## config.mk

```make
export PLATFORM = sky130hd
export DESIGN_NAME = age_issue_sel
export DESIGN_NICKNAME = d
export VERILOG_FILES = /design/src/rtl/age_issue_pkg.sv /design/src/rtl/age_cls_fifo.sv /design/src/rtl/age_rank.sv /design/src/rtl/age_pick.sv /design/src/rtl/age_issue_sel.sv
export SDC_FILE = /design/constraint.sdc
export NUM_CORES = 2
export LEC_CHECK = 0
export BUFFER_PORTS_ARGS = -buffer_cell sky130_fd_sc_hd__buf_4
export CAP_MARGIN = 10
export CORE_MARGIN = 3
export CORE_UTILIZATION = 59
export CTS_CLUSTER_SIZE = 8
export DETAILED_ROUTE_END_ITERATION = 6
export PLACE_DENSITY = 0.8
export SYNTH_ARGS = -nofsm -noshare
export SYNTH_HDL_FRONTEND = slang
export SYNTH_SLANG_ARGS = --single-unit
```

## constraint.sdc

```tcl
create_clock -name clk -period 11.95 [get_ports clk]
set_clock_uncertainty 0.1 [all_clocks]
set_input_delay 0.5975 -clock clk [delete_from_list [all_inputs] [get_ports clk]]
set_output_delay 0.5975 -clock clk [all_outputs]
set_load 0.005 [all_outputs]
```

## src/rtl/age_issue_pkg.sv

```systemverilog
`timescale 1ns/1ps
package age_issue_pkg;
  // a is younger than b when (a-b) modulo 2^w is nonzero and below half range
  function automatic logic is_younger(input logic [31:0] a, input logic [31:0] b,
                                      input int unsigned w);
    logic [31:0] msk;
    logic [31:0] dif;
    msk = (32'd1 << w) - 32'd1;
    dif = (a - b) & msk;
    return (dif != 32'd0) && (((dif >> (w - 1)) & 32'd1) == 32'd0);
  endfunction
endpackage

```

## src/rtl/age_cls_fifo.sv

```systemverilog
`timescale 1ns/1ps
module age_cls_fifo #(
  parameter int DEPTH = 8,
  parameter int SEQ_W = 8,
  parameter int TAG_W = 6
) (
  input  logic             clk,
  input  logic             rst,
  input  logic             push_en,
  input  logic [SEQ_W-1:0] push_seq,
  input  logic [TAG_W-1:0] push_tag,
  input  logic             pop_en,
  input  logic             sq_en,
  input  logic [SEQ_W-1:0] sq_seq,
  output logic [SEQ_W-1:0] head_seq,
  output logic [TAG_W-1:0] head_tag,
  output logic             nonempty,
  output logic             full,
  output logic [SEQ_W-1:0] nxt_head_seq,
  output logic             nxt_nonempty
);
  import age_issue_pkg::*;
  localparam int PW = $clog2(DEPTH);
  localparam int CW = $clog2(DEPTH + 1);

  logic [SEQ_W-1:0] seq_q [DEPTH];
  logic [TAG_W-1:0] tag_q [DEPTH];
  logic [PW-1:0]    rd_q, wr_q, rd_n, wr_n;
  logic [CW-1:0]    cnt_q, cnt_n, keep_cnt;
  logic             do_push, do_pop;

  assign full     = (cnt_q == CW'(DEPTH));
  assign nonempty = (cnt_q != '0);
  assign head_seq = seq_q[rd_q];
  assign head_tag = tag_q[rd_q];
  assign do_push  = push_en & ~full & ~sq_en;
  assign do_pop   = pop_en & nonempty & ~sq_en;

  // entries are stored oldest first, so survivors of a squash form a prefix
  always_comb begin
    keep_cnt = '0;
    for (int i = 0; i < DEPTH; i++) begin
      if (CW'(i) < cnt_q &&
          !is_younger(32'(seq_q[rd_q + PW'(i)]), 32'(sq_seq), SEQ_W))
        keep_cnt = keep_cnt + CW'(1);
    end
  end

  always_comb begin
    if (sq_en) begin
      rd_n  = rd_q;
      wr_n  = rd_q + PW'(keep_cnt);
      cnt_n = keep_cnt;
    end else begin
      rd_n  = rd_q + PW'(do_pop);
      wr_n  = wr_q + PW'(do_push);
      cnt_n = cnt_q + CW'(do_push) - CW'(do_pop);
    end
    nxt_nonempty = (cnt_n != '0);
    if (do_push && (cnt_q - CW'(do_pop)) == '0) nxt_head_seq = push_seq;
    else                                         nxt_head_seq = seq_q[rd_n];
  end

  always_ff @(posedge clk) begin
    if (rst) begin
      rd_q  <= '0;
      wr_q  <= '0;
      cnt_q <= '0;
    end else begin
      rd_q  <= rd_n;
      wr_q  <= wr_n;
      cnt_q <= cnt_n;
    end
  end

  always_ff @(posedge clk) begin
    if (do_push) begin
      seq_q[wr_q] <= push_seq;
      tag_q[wr_q] <= push_tag;
    end
  end
endmodule

```

## src/rtl/age_rank.sv

```systemverilog
`timescale 1ns/1ps
module age_rank #(
  parameter int NUM_CLS = 4,
  parameter int SEQ_W   = 8
) (
  input  logic                       clk,
  input  logic                       rst,
  input  logic [SEQ_W-1:0]           nxt_head [NUM_CLS],
  input  logic [NUM_CLS-1:0]         nxt_ne,
  output logic [$clog2(NUM_CLS)-1:0] rank [NUM_CLS],
  output logic [NUM_CLS-1:0]         on_list
);
  import age_issue_pkg::*;
  localparam int RW = $clog2(NUM_CLS);

  logic [RW-1:0] rank_n [NUM_CLS];

  // position of each queue head among the non-empty queues of the next cycle
  always_comb begin
    for (int c = 0; c < NUM_CLS; c++) begin
      rank_n[c] = '0;
      for (int d = 0; d < NUM_CLS; d++) begin
        if (d != c && nxt_ne[d] &&
            (is_younger(32'(nxt_head[c]), 32'(nxt_head[d]), SEQ_W) ||
             (nxt_head[c] == nxt_head[d] && d < c)))
          rank_n[c] = rank_n[c] + RW'(1);
      end
    end
  end

  always_ff @(posedge clk) begin
    if (rst) begin
      on_list <= '0;
      for (int c = 0; c < NUM_CLS; c++) rank[c] <= '0;
    end else begin
      on_list <= nxt_ne;
      for (int c = 0; c < NUM_CLS; c++) rank[c] <= rank_n[c];
    end
  end
endmodule

```

## src/rtl/age_pick.sv

```systemverilog
`timescale 1ns/1ps
module age_pick #(
  parameter int NUM_CLS = 4,
  parameter int ISSUE_W = 2
) (
  input  logic [$clog2(NUM_CLS)-1:0] rank [NUM_CLS],
  input  logic [NUM_CLS-1:0]         on_list,
  input  logic [NUM_CLS-1:0]         fu_free,
  input  logic                       sq_en,
  output logic [ISSUE_W-1:0]         pick_vld,
  output logic [$clog2(NUM_CLS)-1:0] pick_cls [ISSUE_W],
  output logic [NUM_CLS-1:0]         pop
);
  localparam int CLW = $clog2(NUM_CLS);
  localparam int EW  = $clog2(NUM_CLS + 1);

  logic [NUM_CLS-1:0] elig;
  logic [EW-1:0]      epos [NUM_CLS];

  assign elig = on_list & fu_free & {NUM_CLS{~sq_en}};

  always_comb begin
    for (int c = 0; c < NUM_CLS; c++) begin
      epos[c] = '0;
      for (int d = 0; d < NUM_CLS; d++)
        if (elig[d] && rank[d] < rank[c]) epos[c] = epos[c] + EW'(1);
      pop[c] = elig[c] && (epos[c] < EW'(ISSUE_W));
    end
  end

  generate
    for (genvar k = 0; k < ISSUE_W; k++) begin : g_slot
      always_comb begin
        pick_vld[k] = 1'b0;
        pick_cls[k] = '0;
        for (int c = 0; c < NUM_CLS; c++) begin
          if (elig[c] && epos[c] == EW'(k)) begin
            pick_vld[k] = 1'b1;
            pick_cls[k] = CLW'(c);
          end
        end
      end
    end
  endgenerate
endmodule

```

## src/rtl/age_issue_sel.sv

```systemverilog
`timescale 1ns/1ps
module age_issue_sel #(
  parameter int NUM_CLS = 4,
  parameter int DEPTH   = 8,
  parameter int ISSUE_W = 2,
  parameter int SEQ_W   = 8,
  parameter int TAG_W   = 6,
  parameter int STALL_W = 16,
  localparam int CLW    = $clog2(NUM_CLS)
) (
  input  logic                     clk,
  input  logic                     rst,
  input  logic                     ins_valid,
  input  logic [SEQ_W-1:0]         ins_seq,
  input  logic [CLW-1:0]           ins_class,
  input  logic [TAG_W-1:0]         ins_tag,
  input  logic [NUM_CLS-1:0]       fu_free,
  input  logic                     squash_valid,
  input  logic [SEQ_W-1:0]         squash_seq,
  output logic [ISSUE_W-1:0]       iss_valid,
  output logic [ISSUE_W*SEQ_W-1:0] iss_seq,
  output logic [ISSUE_W*CLW-1:0]   iss_class,
  output logic [ISSUE_W*TAG_W-1:0] iss_tag,
  output logic [NUM_CLS-1:0]       cls_full,
  output logic [STALL_W-1:0]       stall_cnt
);
  localparam int NW = $clog2(NUM_CLS + 1);

  logic [SEQ_W-1:0]   hd_seq  [NUM_CLS];
  logic [TAG_W-1:0]   hd_tag  [NUM_CLS];
  logic [SEQ_W-1:0]   nx_seq  [NUM_CLS];
  logic [NUM_CLS-1:0] nx_ne, ne, pop;
  logic [CLW-1:0]     rank    [NUM_CLS];
  logic [NUM_CLS-1:0] on_list;
  logic [ISSUE_W-1:0] pick_vld;
  logic [CLW-1:0]     pick_cls [ISSUE_W];
  logic [NW-1:0]      n_blocked;

  generate
    for (genvar g = 0; g < NUM_CLS; g++) begin : g_cls
      age_cls_fifo #(.DEPTH(DEPTH), .SEQ_W(SEQ_W), .TAG_W(TAG_W)) u_q (
        .clk(clk), .rst(rst),
        .push_en(ins_valid && ins_class == CLW'(g)),
        .push_seq(ins_seq), .push_tag(ins_tag),
        .pop_en(pop[g]),
        .sq_en(squash_valid), .sq_seq(squash_seq),
        .head_seq(hd_seq[g]), .head_tag(hd_tag[g]),
        .nonempty(ne[g]), .full(cls_full[g]),
        .nxt_head_seq(nx_seq[g]), .nxt_nonempty(nx_ne[g])
      );
    end
  endgenerate

  age_rank #(.NUM_CLS(NUM_CLS), .SEQ_W(SEQ_W)) u_rank (
    .clk(clk), .rst(rst), .nxt_head(nx_seq), .nxt_ne(nx_ne),
    .rank(rank), .on_list(on_list)
  );

  age_pick #(.NUM_CLS(NUM_CLS), .ISSUE_W(ISSUE_W)) u_pick (
    .rank(rank), .on_list(on_list), .fu_free(fu_free), .sq_en(squash_valid),
    .pick_vld(pick_vld), .pick_cls(pick_cls), .pop(pop)
  );

  always_comb begin
    n_blocked = '0;
    for (int c = 0; c < NUM_CLS; c++)
      if (ne[c] && !fu_free[c]) n_blocked = n_blocked + NW'(1);
  end

  always_ff @(posedge clk) begin
    if (rst) begin
      iss_valid <= '0;
      iss_seq   <= '0;
      iss_class <= '0;
      iss_tag   <= '0;
      stall_cnt <= '0;
    end else begin
      for (int k = 0; k < ISSUE_W; k++) begin
        iss_valid[k]                <= pick_vld[k];
        iss_seq[k*SEQ_W +: SEQ_W]   <= hd_seq[pick_cls[k]];
        iss_class[k*CLW +: CLW]     <= pick_cls[k];
        iss_tag[k*TAG_W +: TAG_W]   <= hd_tag[pick_cls[k]];
      end
      if (!squash_valid) stall_cnt <= stall_cnt + STALL_W'(n_blocked);
    end
  end
endmodule

```

==> results.txt <==
Starting DRT DRC Count = 4693
Starting density of the core = 60.03%
Detailed Place HPWL = 107600 um
CP required = 12.35 ns
Crit path launch type = register
Seq pwr share = 26.7%
Area fraction of the dominant cell type after synthesis = 27.60%
Antenna Nets Post-Route = 0
R2R Setup Slk = 1.70 ns
CP max stage cell = ha_1
End of the critical path = u_rank.rank[2]$_SDFF_PP0_
Critical path class = reg2reg
Die span in y = 293.4 um
R2r endpoint = u_rank.rank[2]$_SDFF_PP0_
Psw = 3.321 mW
Worst Reg2Reg Path Length in Cells = 41
Finished Layout Cells = 5725
VDD IR max = 134.4 uV
Layout area overhead = 9.030%
CP top delay family = adder cells
CTS buffer count = 80
Final Core Density = 65.45%
Post-CTS sizing = 0
Filler cells = 6116
Placed Area = 0.05084 mm2
Synth unique cells = 103
Vias in the first global route = 37.10k
Async set or reset register ratio after synthesis = 0%
EDFF count, synth = 448
RSZ-0062 raised after global routing = false
Internal power = 5.201 mW
Num Clock Sinks = 550
Port buffer count = 85
Critical path capture point type = register
Layout cells sized above 1 = 17.00%
Buffer levels on the longest clock path = 3
Drt drc = 0
Seq/Total Area, Yosys = 31.79%
Final Max Slew Viols = 0
Vias per cell = 6.735
PwrDens = 160.3 mW/mm2
Setup violators final = 0
Clock transition at path regs = 0.07 ns
Sw frac = 38.97%
RR Startpoint = g_cls[0].u_q.rd_q[1]$_SDFF_PP0_
Crit-path max cell delay = 0.92 ns
Most numerous cell in the Yosys netlist = nand2_1
Setup TNS = 0 ns
Post-CTS setup buffer count = 0
Critical path depth in cells = 41
Period utilization = 85.74%
Routed WL = 148800 um
Final Cell Area = 0.05314 mm2
Drt pass-1 iters = 6
All-Layer GR Usage = 34.28%
I/O pin count = 86
Drt wl/cell = 25.99 um
MaxCap Viol Count = 0
Avg Cell Area, Syn = 10.76 um2
CP Max Fanout = 42
# hold bufs at CTS = 0
Mapped Cells = 4528
Crit-path most repeated cell = ha_1
Max-slew headroom = 25.41%
Commonest cells post-synth = nand2_1 (536), edfxtp_1 (448), ha_1 (435)
Multi-input gate area = 0.03163 mm2
Post-synthesis register bit count = 550
Die area = 0.08610 mm2
Largest net degree at the start of global routing = 78
Comb pwr share = 48.6%
Worst hold path type = in2reg
Cells after DPL = 5580
H-tree Lvls = 3
Fmax = 97.60 MHz
Chip Width = 293.4 um
NumNets Final = 5120
First-pass GRT wire length = 224900 um
Net count after synthesis = 5046
Outcome = finished, final reports clean
Worst path arrival time = 10.64 ns
Vias = 38.56k
Sum of buffers and inverters on the critical path = 5
Synth Flop Type = edfxtp_1
FP Rows = 104
Clock root buffer = clkbuf_16
Worst-margin pin slew = 1.118 ns
GPL Wtd Cong = 1.018
FF/Latch Area = 0.01552 mm2
Post-synth top area cell = edfxtp_1
Cell Area, Synth = 0.04874 mm2
Final min period = 10.25 ns
Leak = 21.35 nW
Ant diodes = 0
CTS tree = yes
Part of the power in the clock network = 24.7%
Synth area leaders = edfxtp_1 (28%), mux4_2 (16%), ha_1 (11%)
Critical Path Source = g_cls[0].u_q.rd_q[1]$_SDFF_PP0_
Core Area = 0.08120 mm2
Clk_lat worst skew = 0.62 ns
GRT Residual Overflow = 0
Hold Vio Cnt, Final = 0
Ys Warns = 0
Initial antenna violation count = 3
## logic make-up after synthesis
group | count (synthesis) | synth area share, %
adders and majority gates | 486 | 13.26
buffers and inverters | 456 | 3.625
DFF | 550 | 31.79
muxes | 638 | 22.36
AOI/OAI and AO/OA | 791 | 10.76
xor gates and xnor gates | 311 | 5.945
and+or+nand+nor | 1296 | 12.27
## how the worst min path moves through the flow
stage | start | end | slack [ns] | cells past startpoint
global placement | stall_cnt[15]$_SDFFE_PP0N_ | stall_cnt[15]$_SDFFE_PP0N_ | 0.37 | 2
CTS | rst | g_cls[3].u_q.rd_q[2]$_SDFF_PP0_ | 0.31 | 2
global route | rst | g_cls[3].u_q.cnt_q[1]$_SDFF_PP0_ | 0.35 | 2
detailed placement | stall_cnt[15]$_SDFFE_PP0N_ | stall_cnt[15]$_SDFFE_PP0N_ | 0.39 | 2
floorplan | stall_cnt[2]$_SDFFE_PP0N_ | stall_cnt[2]$_SDFFE_PP0N_ | 0.37 | 2
finish | rst | g_cls[3].u_q.wr_q[1]$_SDFF_PP0_ | 0.35 | 2
## flip-flops by register name (all words and copies together) (netlist names)
name / flops
g_cls.u_q.seq_q: 256
g_cls.u_q.rd_q: 12
stall_cnt: 16
g_cls.u_q.cnt_q: 16
iss_seq: 16
u_rank.on_list: 4
iss_tag: 12
iss_class: 4
iss_valid: 2
u_rank.rank: 8
g_cls.u_q.wr_q: 12
g_cls.u_q.tag_q: 192
## layer usage
layer	vias to the layer above	track usage, %	share of wire, %
met5	-	0	0.030
met4	6	16.08	5.4
met3	440	8.639	12
met2	2314	52.51	44
met1	18728	46.09	38
li1	17068	-	-
## area by class of cell
class                           count  area share (%)
Tap cell                         1060           2.496
Clock inverter                      7          0.1224
Clock buffer                      138           4.217
Multi-Input combinational cell   3522           59.52
Inverter                          267           1.886
Timing Repair Buffer              181           2.557
Sequential cell                   550           29.20
## cells in the final DEF (no fill, tap or decap), drive strengths merged, types with 138 or more instances in the layout
| master | n |
|---|---|
| a21oi | 226 |
| xor2 | 142 |
| buf | 181 |
| o21ai | 163 |
| ha | 435 |
| xnor2 | 161 |
| mux2i | 197 |
| mux4 | 350 |
| nand2 | 536 |
| edfxtp | 448 |
| inv | 268 |
| nor2 | 299 |
| clkbuf | 138 |
## stage by stage
stage,setup slack [ns],power (mW),hold WS (ns)
6_report,1.704,8.522,0.3515
5_1_grt,0.8506,9.040,0.3527
4_1_cts,1.792,8.460,0.3053
3_5_place_dp,1.844,6.338,0.3936
3_3_place_gp,2.222,6.241,0.3731
2_1_floorplan,0.2937,5.355,0.3743
## power groups by stage
stage | Clock, mW | Sequential [mW] | Combinational (mW)
after floorplan | 0 | 2.26 | 3.09
after global placement | 0 | 2.30 | 3.94
after detailed placement | 0 | 2.31 | 4.03
after CTS | 2.12 | 2.27 | 4.07
after global routing | 2.21 | 2.28 | 4.55
final | 2.10 | 2.28 | 4.14
No activity file was read; power rests on OpenSTA's default activity.
